==> src/rtl/odiv_pkg.sv <==
package odiv_pkg;

  // Output period in source cycles for a given shift amount.
  function automatic int unsigned ratio_of(input int unsigned shift);
    return 32'd1 << shift;
  endfunction

  // Number of leading source cycles during which the output is high.
  function automatic int unsigned high_len_of(input int unsigned shift);
    return ratio_of(shift) >> 1;
  endfunction

  // Last counter value before the period wraps.
  function automatic int unsigned last_count_of(input int unsigned shift);
    return ratio_of(shift) - 32'd1;
  endfunction

endpackage

==> src/rtl/odiv_sequencer.sv <==
module odiv_sequencer
  import odiv_pkg::*;
#(
  parameter int CODE_W = 2,
  localparam int CNT_W = (2 ** CODE_W) - 1
) (
  input  logic              clk,
  input  logic              rst,
  input  logic [CODE_W-1:0] code_in,
  input  logic              en_in,
  output logic [CNT_W-1:0]  cnt_q,
  output logic [CODE_W-1:0] sel_q,
  output logic              en_q,
  output logic              wrap
);

  logic [CNT_W-1:0] last_cnt;

  assign last_cnt = CNT_W'(last_count_of(int'(sel_q)));
  assign wrap     = (cnt_q == last_cnt);

  always_ff @(posedge clk or posedge rst) begin
    if (rst) begin
      cnt_q <= '0;
      sel_q <= '0;
      en_q  <= 1'b0;
    end else if (wrap) begin
      cnt_q <= '0;
      sel_q <= code_in;
      en_q  <= en_in;
    end else begin
      cnt_q <= cnt_q + CNT_W'(1);
    end
  end


  sel_hold_chk: assert property (@(posedge clk) disable iff (rst)
    !wrap |=> $stable(sel_q));


  en_hold_chk: assert property (@(posedge clk) disable iff (rst)
    !wrap |=> $stable(en_q));


  cnt_range_chk: assert property (@(posedge clk) disable iff (rst)
    cnt_q <= CNT_W'(last_count_of(int'(sel_q))));


  cnt_clear_chk: assert property (@(posedge clk)
    $fell(rst) |-> (cnt_q == '0));

endmodule

==> src/rtl/odiv_shaper.sv <==
module odiv_shaper
  import odiv_pkg::*;
#(
  parameter int CODE_W = 2,
  localparam int CNT_W = (2 ** CODE_W) - 1
) (
  input  logic              clk,
  input  logic              rst,
  input  logic [CNT_W-1:0]  cnt_q,
  input  logic [CODE_W-1:0] sel_q,
  input  logic              en_q,
  output logic              div_q,
  output logic              byp_gate
);

  logic             use_bypass;
  logic [CNT_W-1:0] high_len;
  logic             div_next;

  assign use_bypass = (sel_q == '0);
  assign high_len   = CNT_W'(high_len_of(int'(sel_q)));
  assign div_next   = en_q && !use_bypass && (cnt_q < high_len);

  // Counter path: registered level for ratios of two and above.
  always_ff @(posedge clk or posedge rst) begin
    if (rst) div_q <= 1'b0;
    else     div_q <= div_next;
  end

  // Bypass path gate: captured while the source clock is low.
  always_ff @(negedge clk or posedge rst) begin
    if (rst) byp_gate <= 1'b0;
    else     byp_gate <= en_q && use_bypass;
  end


  rise_at_start_chk: assert property (@(posedge clk) disable iff (rst)
    $rose(div_q) |-> ($past(cnt_q) == '0));


  no_overlap_chk: assert property (@(posedge clk) disable iff (rst)
    !(div_q && byp_gate));


  off_low_chk: assert property (@(posedge clk) disable iff (rst)
    !en_q |=> !div_q);

endmodule

==> src/rtl/pow2_clk_div.sv <==
module pow2_clk_div
  import odiv_pkg::*;
#(
  parameter int CODE_W = 2,
  localparam int CNT_W = (2 ** CODE_W) - 1
) (
  input  logic              src_clk,
  input  logic              rst,
  input  logic [CODE_W-1:0] div_code,
  input  logic              out_en,
  output logic              clk_out,
  output logic              clk_out_n
);

  logic [CNT_W-1:0]  cnt_q;
  logic [CODE_W-1:0] sel_q;
  logic              en_q;
  logic              wrap;
  logic              div_q;
  logic              byp_gate;
  logic              byp_term;

  odiv_sequencer #(.CODE_W(CODE_W)) u_seq (
    .clk     (src_clk),
    .rst     (rst),
    .code_in (div_code),
    .en_in   (out_en),
    .cnt_q   (cnt_q),
    .sel_q   (sel_q),
    .en_q    (en_q),
    .wrap    (wrap)
  );

  odiv_shaper #(.CODE_W(CODE_W)) u_shp (
    .clk      (src_clk),
    .rst      (rst),
    .cnt_q    (cnt_q),
    .sel_q    (sel_q),
    .en_q     (en_q),
    .div_q    (div_q),
    .byp_gate (byp_gate)
  );

  assign byp_term  = src_clk & byp_gate;
  assign clk_out   = byp_term | div_q;
  assign clk_out_n = ~clk_out;


  reset_low_chk: assert property (@(posedge src_clk)
    rst |-> (!div_q && !byp_gate));


  en_adopt_chk: assert property (@(posedge src_clk) disable iff (rst)
    wrap |=> (en_q == $past(out_en)));

endmodule

==> config.mk <==
export PLATFORM = sky130hd
export DESIGN_NAME = pow2_clk_div
export DESIGN_NICKNAME = d
export VERILOG_FILES = /design/src/rtl/odiv_pkg.sv /design/src/rtl/odiv_sequencer.sv /design/src/rtl/odiv_shaper.sv /design/src/rtl/pow2_clk_div.sv
export SDC_FILE = /design/constraint.sdc
export NUM_CORES = 1
export LEC_CHECK = 0
export BUFFER_PORTS_ARGS = -buffer_cell sky130_fd_sc_hd__buf_2
export CAP_MARGIN = 5
export CELL_PAD_IN_SITES_DETAIL_PLACEMENT = 0
export CELL_PAD_IN_SITES_GLOBAL_PLACEMENT = 1
export CORE_UTILIZATION = 41
export DETAILED_ROUTE_END_ITERATION = 6
export PLACE_DENSITY = 0.79
export SLEW_MARGIN = 20
export SYNTH_ARGS = -nofsm -noshare
export SYNTH_HDL_FRONTEND = slang
export SYNTH_SLANG_ARGS = --single-unit
==> constraint.sdc <==
create_clock -name src_clk -period 2.12 [get_ports src_clk]
set_input_delay 0.424 -clock src_clk [delete_from_list [all_inputs] [get_ports src_clk]]
set_output_delay 0.424 -clock src_clk [all_outputs]
set_load 0.03 [all_outputs]
==> impl_metrics.yaml, run 1 <==
synthesis:
  synth_area_leader_cell: "dfrtp_1"
  syn_nets: 61
  synthFlopType: "dfrtp_1"
  yosys_warnings: 0
  ys_async_sr_fraction_pct: 100
  synth_edf_count: 0
  syn_avg_cell_area_um2: 10.1
  yosysTopAreaCellShare_pct: 32.9
  ys_top_cells_by_count: "dfrtp_1 (7), inv_1 (5), nor2_1 (5)"
  postSynthCellCount: 53
  synth_seq_cells: 8
  syn-cell-area_um2: 533
  ys_seq_area_share_pct: 37.6
  synth_area_leaders: "dfrtp_1 (33%), ha_1 (7.0%), a2111oi_4 (5.2%), dfrtn_1 (4.7%), mux2_2 (4.2%)"
  synth.most_common_cell: "dfrtp_1"
  ys_types: 30
detailed_routing:
  drc: 0
  vias: 452
  drt_iter0_drc: 12
  drtPass1Iterations: 4
  totalWireLength_um: 1060
  wire_per_inst_um: 12.6
  viasPerCell: 5.38
  ant_nets: 0
timing:
  holdWs_ns: 0.0279
  tns_ns: -1.14
  fin_skew_ns: 0.0215
  worst_pin_slew_ns: 0.340
  setup_slack_ns: -0.572
  rsz0062_at_grt: "yes"
  final_hold_viol_count: 0
  drv_slew: 0
  relSlewSlack_pct: 77.3
  setup_viol: 2
worst_setup_path:
  crit_type: "reg2out"
  r2r-start: "u_seq.en_q$_DFFE_PP0N_"
  r2r_setup_slack_ns: 0.39
  worstPathArrival_ns: 2.27
  crit_fanout: 2
  r2r_end: "u_shp.byp_gate$_DFF_NP0_"
  cp-start-kind: "flip-flop"
  critical_path_required_ns: 1.70
  endpoint_kind: "output port"
  rr_worst_depth: 2
layout:
  multi_input_area_um2: 297
  nFillCells: 108
  layout-drive-gt1-share_pct: 38.6
  fin_cells: 84
  final_nets: 79
  seq_area_um2: 200
  final_core_util_pct: 60.3
  antenna_cells: 0
  area_growth_pct: 30.8
power:
  power_w: 0.00129
  combPwrFrac_pct: 41.1
  power_leakage_nw: 0.321
  p_sw_w: 0.000516
  power.share.switching_pct: 40.1
  pwr-share-seq_pct: 24.9
  p_per_area_nw_per_um2: 1850
  clkPwrFrac_pct: 34.0
  p_int_w: 0.000771
  max-vdd-ir-drop_uv: 1180
die:
  core_um2: 1160
  die_area_um2: 1450
  rows: 12
  die_h_um: 38.1
  start_util_pct: 46.1
  ioPinCount: 7
  die_w_um: 38.1
place:
  gp_congestion: 0.702
  portBuffers: 6
  place_inst: 72
  dp_hpwl_um: 651
worst_hold_path:
  hold_class: "in2async"
global_route:
  grt_pass1_wl_um: 1860
  antenna_found_initial: 0
  gr-total-overflow: 0
  first_global_vias: 487
  grt_max_degree: 13
  track_usage_pct: 21.6
run_status:
  status: "complete, but fails checks"
  violations: "negative setup slack"
cts:
  clk_pin_slew_ns: 0.06
  cts_tree: "yes"
  clk_latency_ns: 0.39
flow_run:
  drv_cap: 0
## timing repair
item / in CTS / in global routing
setup buffers: 0 / 0
gates cloned: 0 / 0
hold buffers: 0 / 0
pin swaps: 1 / 1
gates resized for setup: 5 / 2
endpoints found under the setup margin: 2 / 2
## power by group through the flow
stage	logic, W	registers (W)	clock network (W)
after floorplan	0.000485	0.000278	0.0000678
after global placement	0.000515	0.000321	0.0000800
after detailed placement	0.000526	0.000322	0.0000800
after CTS	0.000536	0.000321	0.000442
after global routing	0.000591	0.000340	0.000464
final	0.000528	0.000321	0.000437
## worst max path at each step
stage,from,end,slack (ns)
after floorplan,u_shp.byp_gate$_DFF_NP0_,clk_out_n,-0.02
after global placement,u_shp.byp_gate$_DFF_NP0_,clk_out_n,-0.10
after detailed placement,u_shp.byp_gate$_DFF_NP0_,clk_out_n,-0.11
after CTS,u_shp.byp_gate$_DFF_NP0_,clk_out_n,-0.62
after global routing,u_shp.byp_gate$_DFF_NP0_,clk_out_n,-0.60
final,u_shp.byp_gate$_DFF_NP0_,clk_out_n,-0.57
## layout by cell type, fill, tap and decap left out, types with 2 or more instances in the layout
cell type / instances
mux2_2: 2
nand2b_1: 3
buf_6: 2
inv_1: 4
nor3_1: 2
buf_4: 3
dfrtp_1: 7
buf_2: 4
clkbuf_4: 10
nor2_1: 5
ha_1: 3
o2bb2ai_1: 2
## metal layers
metal | vias to the layer above | part of all wire, % | track usage (%)
met5 | - | 0 | 0
met4 | 0 | 2.2 | 19.6
li1 | 223 | - | -
met1 | 205 | 41 | 19.9
met3 | 4 | 9.4 | 19.2
met2 | 20 | 48 | 28.0
## layout make-up
class	instances	area share, %
multi-input combinational	36	42.5
sequential	8	28.7
clock buffer	14	16.7
timing repair buffer	7	6.10
tap	14	2.51
inverter	4	2.15
clock inverter	1	1.26
## cell families after synthesis
| group | synth area share, % |
|---|---|
| AND/OR/NAND/NOR | 19.5 |
| AO/OA/AOI/OAI | 20.2 |
| buffers and inverters | 8.22 |
| flip-flops | 37.6 |
| adder cells (fa/ha/maj) | 7.04 |
| XOR/XNOR | 3.29 |
| multiplexers | 4.23 |
## flip-flops by register name (all words and copies together), names as in the netlist
name and cells:
u_seq.cnt_q 3, u_shp.byp_gate 1, u_seq.sel_q 2, u_seq.en_q 1, u_shp.div_q 1
## worst max-delay path, cell delays in order (launching register included)
cell,delay [ns]
dfrtn_1,0.34
a21o_4,0.21
buf_8,0.12
clkinv_4,0.03
buf_6,0.11
## through the flow
stage,setup WS [ns],instance area [µm²]
final,-0.572,697
after global routing,-0.600,697
after floorplan,-0.0213,546
after CTS,-0.620,696
after detailed placement,-0.111,591
after global placement,-0.104,591
(Power assumes the default switching activity.)
==> run 2: changes to the inputs <==
==> constraint.sdc (replaced) <==
create_clock -name src_clk -period 2.12 [get_ports src_clk]
set_input_delay 0.424 -clock src_clk [delete_from_list [all_inputs] [get_ports src_clk]]
set_output_delay 0.424 -clock src_clk [all_outputs]
set_load 0.005 [all_outputs]
==> run 2 against run 1 <==
  * The flow still finishes with violations (negative setup slack)
  * Combinational power grew 0.9%
  * Worst hold slack better by 0.015 ns
  * Routed wire length increased by 8.8%
  * Non-clock buffer count unchanged
  * Via count increased by 4.2%
  * Critical path depth is the same
  * Register-to-register slack hardly changed
  * Core utilization decreased by 2.3 points
  * Die area did not move
  * Sequential share of layout area grew 1.1 points
  * Sequential cell count unchanged
  * Critical path type unchanged
  * Largest power group unchanged
==> impl_metrics.yaml, run 2 (synthesized netlist as in run 1, its figures left out) <==
power:
  power.share.switching_pct: 39.3
  power_leakage_nw: 0.317
  clkPwrFrac_pct: 30.0
  p_per_area_nw_per_um2: 1810
  p_int_w: 0.000739
  pwr-share-seq_pct: 26.1
  p_sw_w: 0.000478
  combPwrFrac_pct: 43.8
  max-vdd-ir-drop_uv: 996
cts:
  clk_latency_ns: 0.39
  cts_tree: "yes"
  clk_pin_slew_ns: 0.05
  postCtsHoldBufs: 0
global_route:
  grt_max_degree: 13
  gr-total-overflow: 0
  track_usage_pct: 27.8
  grt_pass1_wl_um: 2100
  first_global_vias: 512
  antenna_found_initial: 0
worst_setup_path:
  crit_fanout: 2
  r2r_setup_slack_ns: 0.38
  endpoint_kind: "output port"
  r2r_end: "u_shp.byp_gate$_DFF_NP0_"
  rr_worst_depth: 2
  cp-start-kind: "flip-flop"
  critical_path_required_ns: 1.70
  r2r-start: "u_seq.en_q$_DFFE_PP0N_"
  worstPathArrival_ns: 2.22
  crit_type: "reg2out"
  worst_setup_path_startpoint: "u_shp.byp_gate$_DFF_NP0_"
layout:
  final_core_util_pct: 58.0
  area_growth_pct: 25.8
  layout_common_cells: "clkbuf_4 (9), dfrtp_1 (7), nor2_1 (5), buf_4 (5), buf_2 (5)"
  layout-drive-gt1-share_pct: 37.1
  reg_top3: "u_seq.cnt_q (3), u_seq.sel_q (2)"
  final_nets: 79
  layout_commonest_cell: "clkbuf_4"
  antenna_cells: 0
  fin_cells: 84
  fin_area_um2: 671
  largest_register: "u_seq.cnt_q"
  largest_reg_flops: 3
place:
  dp_hpwl_um: 694
  place_area_um2: 578
  gp_congestion: 0.711
  portBuffers: 6
  pre_cts_slack_ns: 0.0159
  place_inst: 72
run_status:
  status: "complete, but fails checks"
  violations: "negative setup slack"
die:
  core_um2: 1160
  ioPinCount: 7
  start_util_pct: 46.1
  rows: 12
  die_h_um: 38.1
  die_w_um: 38.1
  die_area_um2: 1450
detailed_routing:
  wire_per_inst_um: 13.7
  drc: 0
  viasPerCell: 5.61
  dr_wl_met3_um: 75
  top_layer: "met4"
  ant_nets: 0
  totalWireLength_um: 1150
  dr_wl_met2_um: 523
  vias: 471
  drtPass1Iterations: 4
  drt_iter0_drc: 9
  drt-met1-wl_um: 482
timing:
  fin_skew_ns: 0.0169
  final_hold_viol_count: 0
  rsz0062_at_grt: "yes"
  setup_slack_ns: -0.520
  drv_slew: 0
  setup_viol: 2
  worst_pin_slew_ns: 0.317
  relSlewSlack_pct: 78.9
worst_hold_path:
  hold_class: "in2async"
flow_run:
  drv_cap: 0
## run 2: cell count changes in the layout (fill, tap and decap cells not counted), sizes merged
| cell | delta |
|---|---|
| clkinv | -1 |
| inv | +1 |
| buf | +1 |
| clkbuf | -1 |
## run 2: area by class of cell
cell class	instances	area [µm²]
tap	14	17.5
clock inverter	1	3.75
timing repair buffer	7	42.5
clock buffer	14	103
inverter	4	15.0
multi-input combinational	36	289
fill	102	485
sequential	8	200
## run 2: power groups by stage
| stage | logic, W | registers [W] | clock network, W |
|---|---|---|---|
| floorplan | 0.000485 | 0.000276 | 0.0000142 |
| global placement | 0.000516 | 0.000321 | 0.0000273 |
| detailed placement | 0.000538 | 0.000319 | 0.0000273 |
| CTS | 0.000542 | 0.000319 | 0.000381 |
| global route | 0.000594 | 0.000338 | 0.000412 |
| finish | 0.000533 | 0.000318 | 0.000365 |
## run 2: how the worst max path moves through the flow
stage / endpoint / slack (ns) / depth (start not counted)
CTS: clk_out_n / -0.57 / 4
finish: clk_out_n / -0.52 / 4
detailed placement: clk_out_n / 0.02 / 3
global placement: clk_out_n / 0.03 / 3
global route: clk_out_n / -0.58 / 4
floorplan: clk_out_n / 0.1 / 2
## run 2: metrics by stage
stage                     setup TNS (ns)  total power (W)  hold slack (ns)
after floorplan                        0         0.000775            0.240
after global placement                 0         0.000865            0.425
after detailed placement               0         0.000884            0.442
after CTS                          -1.08          0.00124           0.0426
after global routing               -1.11          0.00134           0.0697
final                              -1.00          0.00122           0.0426
## run 2: critical path, cell delays in order (launching register included)
cell,delay (ns)
dfrtn_1,0.33
a21o_1,0.16
buf_4,0.13
inv_2,0.04
buf_2,0.10
## run 2: what timing repair did
action,in CTS,in global routing
setup buffers,1,0
gates resized for setup,2,1
pin swaps,1,1
hold endpoints to repair,0,0
endpoints found under the setup margin,2,2
## run 2: layer usage
| layer | up-vias | global-route usage, % |
|---|---|---|
| met5 | - | 0 |
| met4 | 0 | 43.8 |
| met3 | 9 | 27.9 |
| met2 | 18 | 25.8 |
| met1 | 221 | 24.8 |
| li1 | 223 | - |
==> run 3: changes to the inputs <==
--- a/config.mk
+++ b/config.mk
@@ -12,6 +12,7 @@
 export CORE_UTILIZATION = 41
 export DETAILED_ROUTE_END_ITERATION = 6
 export PLACE_DENSITY = 0.79
+export SETUP_SLACK_MARGIN = 0.1
 export SLEW_MARGIN = 20
 export SYNTH_ARGS = -nofsm -noshare
 export SYNTH_HDL_FRONTEND = slang
==> run 3 against run 2 <==
  * The run still ends with negative setup slack left
  * Highest routed layer unchanged
  * Die area unchanged
  * Critical path type unchanged
  * Global-route usage fell by 0.67 points
  * Critical path depth unchanged
  * Largest power group unchanged
  * Clock skew is 0.00098 ns higher
  * Register-to-register slack got worse by 0.02 ns
  * Power grew 1.7%
  * Cell count unchanged
  * Setup slack lost 0.0077 ns
==> impl_metrics.yaml, run 3 (synthesized netlist as in run 1, its figures left out) <==
worst_setup_path:
  critical_path_required_ns: 1.70
  worstPathArrival_ns: 2.22
  path_delay_family: "flip-flops"
  worst-path-buf-inv: 3
  crit_type: "reg2out"
  worst_path_max_delay_cell: "dfrtn_1"
  path_cells: "a21o_1 > buf_4 > inv_2 > buf_6"
  endpoint_kind: "output port"
  crit_fanout: 2
  cp-start-kind: "flip-flop"
  max_stage_delay_ns: 0.39
layout:
  final_nets: 79
  layout_common_cells: "clkbuf_4 (9), dfrtp_1 (7), nor2_1 (5)"
  layout_commonest_cell: "clkbuf_4"
  largest_register: "u_seq.cnt_q"
  reg_top3: "u_seq.cnt_q (3), u_seq.sel_q (2)"
  largest_reg_flops: 3
  layout-drive-gt1-share_pct: 37.1
  area_growth_pct: 27.7
  final_core_util_pct: 58.9
  fin_area_um2: 681
  antenna_cells: 0
detailed_routing:
  ant_nets: 0
  viasPerCell: 5.42
  drc: 0
  wire_per_inst_um: 14.1
  totalWireLength_um: 1180
  drt_iter0_drc: 7
  drtPass1Iterations: 4
  vias: 455
global_route:
  grt_pass1_wl_um: 2150
  grt_max_degree: 13
  gr-total-overflow: 0
  antenna_found_initial: 0
  track_usage_pct: 27.1
  first_global_vias: 496
place:
  portBuffers: 6
  place_area_um2: 578
  dp_hpwl_um: 714
  gp_congestion: 0.698
die:
  core_um2: 1160
  die_w_um: 38.1
  die_area_um2: 1450
  ioPinCount: 7
  start_util_pct: 46.1
  die_h_um: 38.1
  rows: 12
timing:
  final_hold_viol_count: 0
  relSlewSlack_pct: 77.5
  setup_slack_ns: -0.528
  worst_pin_slew_ns: 0.338
  holdWs_ns: 0.0376
  setup_viol: 2
  fin_skew_ns: 0.0179
  drv_slew: 0
  tns_ns: -1.00
  rsz0062_at_grt: "yes"
power:
  power_leakage_nw: 0.321
  power_w: 0.00124
  p_per_area_nw_per_um2: 1820
  max-vdd-ir-drop_uv: 892
run_status:
  status: "complete, but fails checks"
  violations: "negative setup slack"
cts:
  cts_tree: "yes"
  clk_latency_ns: 0.39
  clk_pin_slew_ns: 0.06
  postCtsHoldBufs: 0
flow_run:
  drv_cap: 0
worst_hold_path:
  hold_class: "in2async"
[run 3: path summary, 6_finish.rpt]
kind,startpoint,to,slack [ns],cells after the start
worst max register to register,u_seq.en_q$_DFFE_PP0N_,u_shp.byp_gate$_DFF_NP0_,0.36,2
min in group src_clk,out_en,u_seq.en_q$_DFFE_PP0N_,0.28,2
worst max-delay path,u_shp.byp_gate$_DFF_NP0_,clk_out_n,-0.53,4
worst min register to register,u_seq.en_q$_DFFE_PP0N_,u_seq.en_q$_DFFE_PP0N_,0.52,1
worst min-delay path,rst,u_shp.div_q$_DFF_PP0_,0.04,3
max in group asynchronous,rst,u_shp.byp_gate$_DFF_NP0_,1.16,2
[run 3: stage by stage]
| step | instances | worst slack (ns) |
|---|---|---|
| after global placement | 72 | 0.0251 |
| after global routing | 84 | -0.580 |
| after floorplan | 53 | 0.0967 |
| after CTS | 84 | -0.577 |
| after detailed placement | 72 | 0.00556 |
| final | 84 | -0.528 |
[run 3: worst reg2reg max path, stage by stage, from the launching register on]
cell and delay [ns]:
dfrtp_1 0.38, inv_1 0.12, nor3_1 0.06
[run 3: per-layer routing]
metal	GRT usage, %	vias up	wire length [µm]
met2	29.7	22	554
met3	25.0	2	95
met5	0	-	0
met1	24.3	209	514
met4	36.6	0	19
li1	-	222	-
[run 3: cell type report]
type | instances | area [µm²]
clock buffer | 14 | 113
timing repair buffer | 7 | 42.5
clock inverter | 1 | 3.75
multi-input combinational | 36 | 289
fill | 115 | 475
sequential | 8 | 200
tap | 14 | 17.5
inverter | 4 | 15.0
[run 3: timing repair]
item | CTS | global route
hold endpoints to repair | 0 | 0
pin swaps | 1 | 1
endpoints found under the setup margin | 2 | 2
setup buffers | 1 | 0
resized for setup | 4 | 1
[run 3: where the power goes]
part / internal (W) / total, W / switching, W
logic: 0.000269 / 0.000526 / 0.000258
registers: 0.000225 / 0.000322 / 0.0000968
clock network: 0.000258 / 0.000389 / 0.000131
total: 0.000751 / 0.00124 / 0.000486
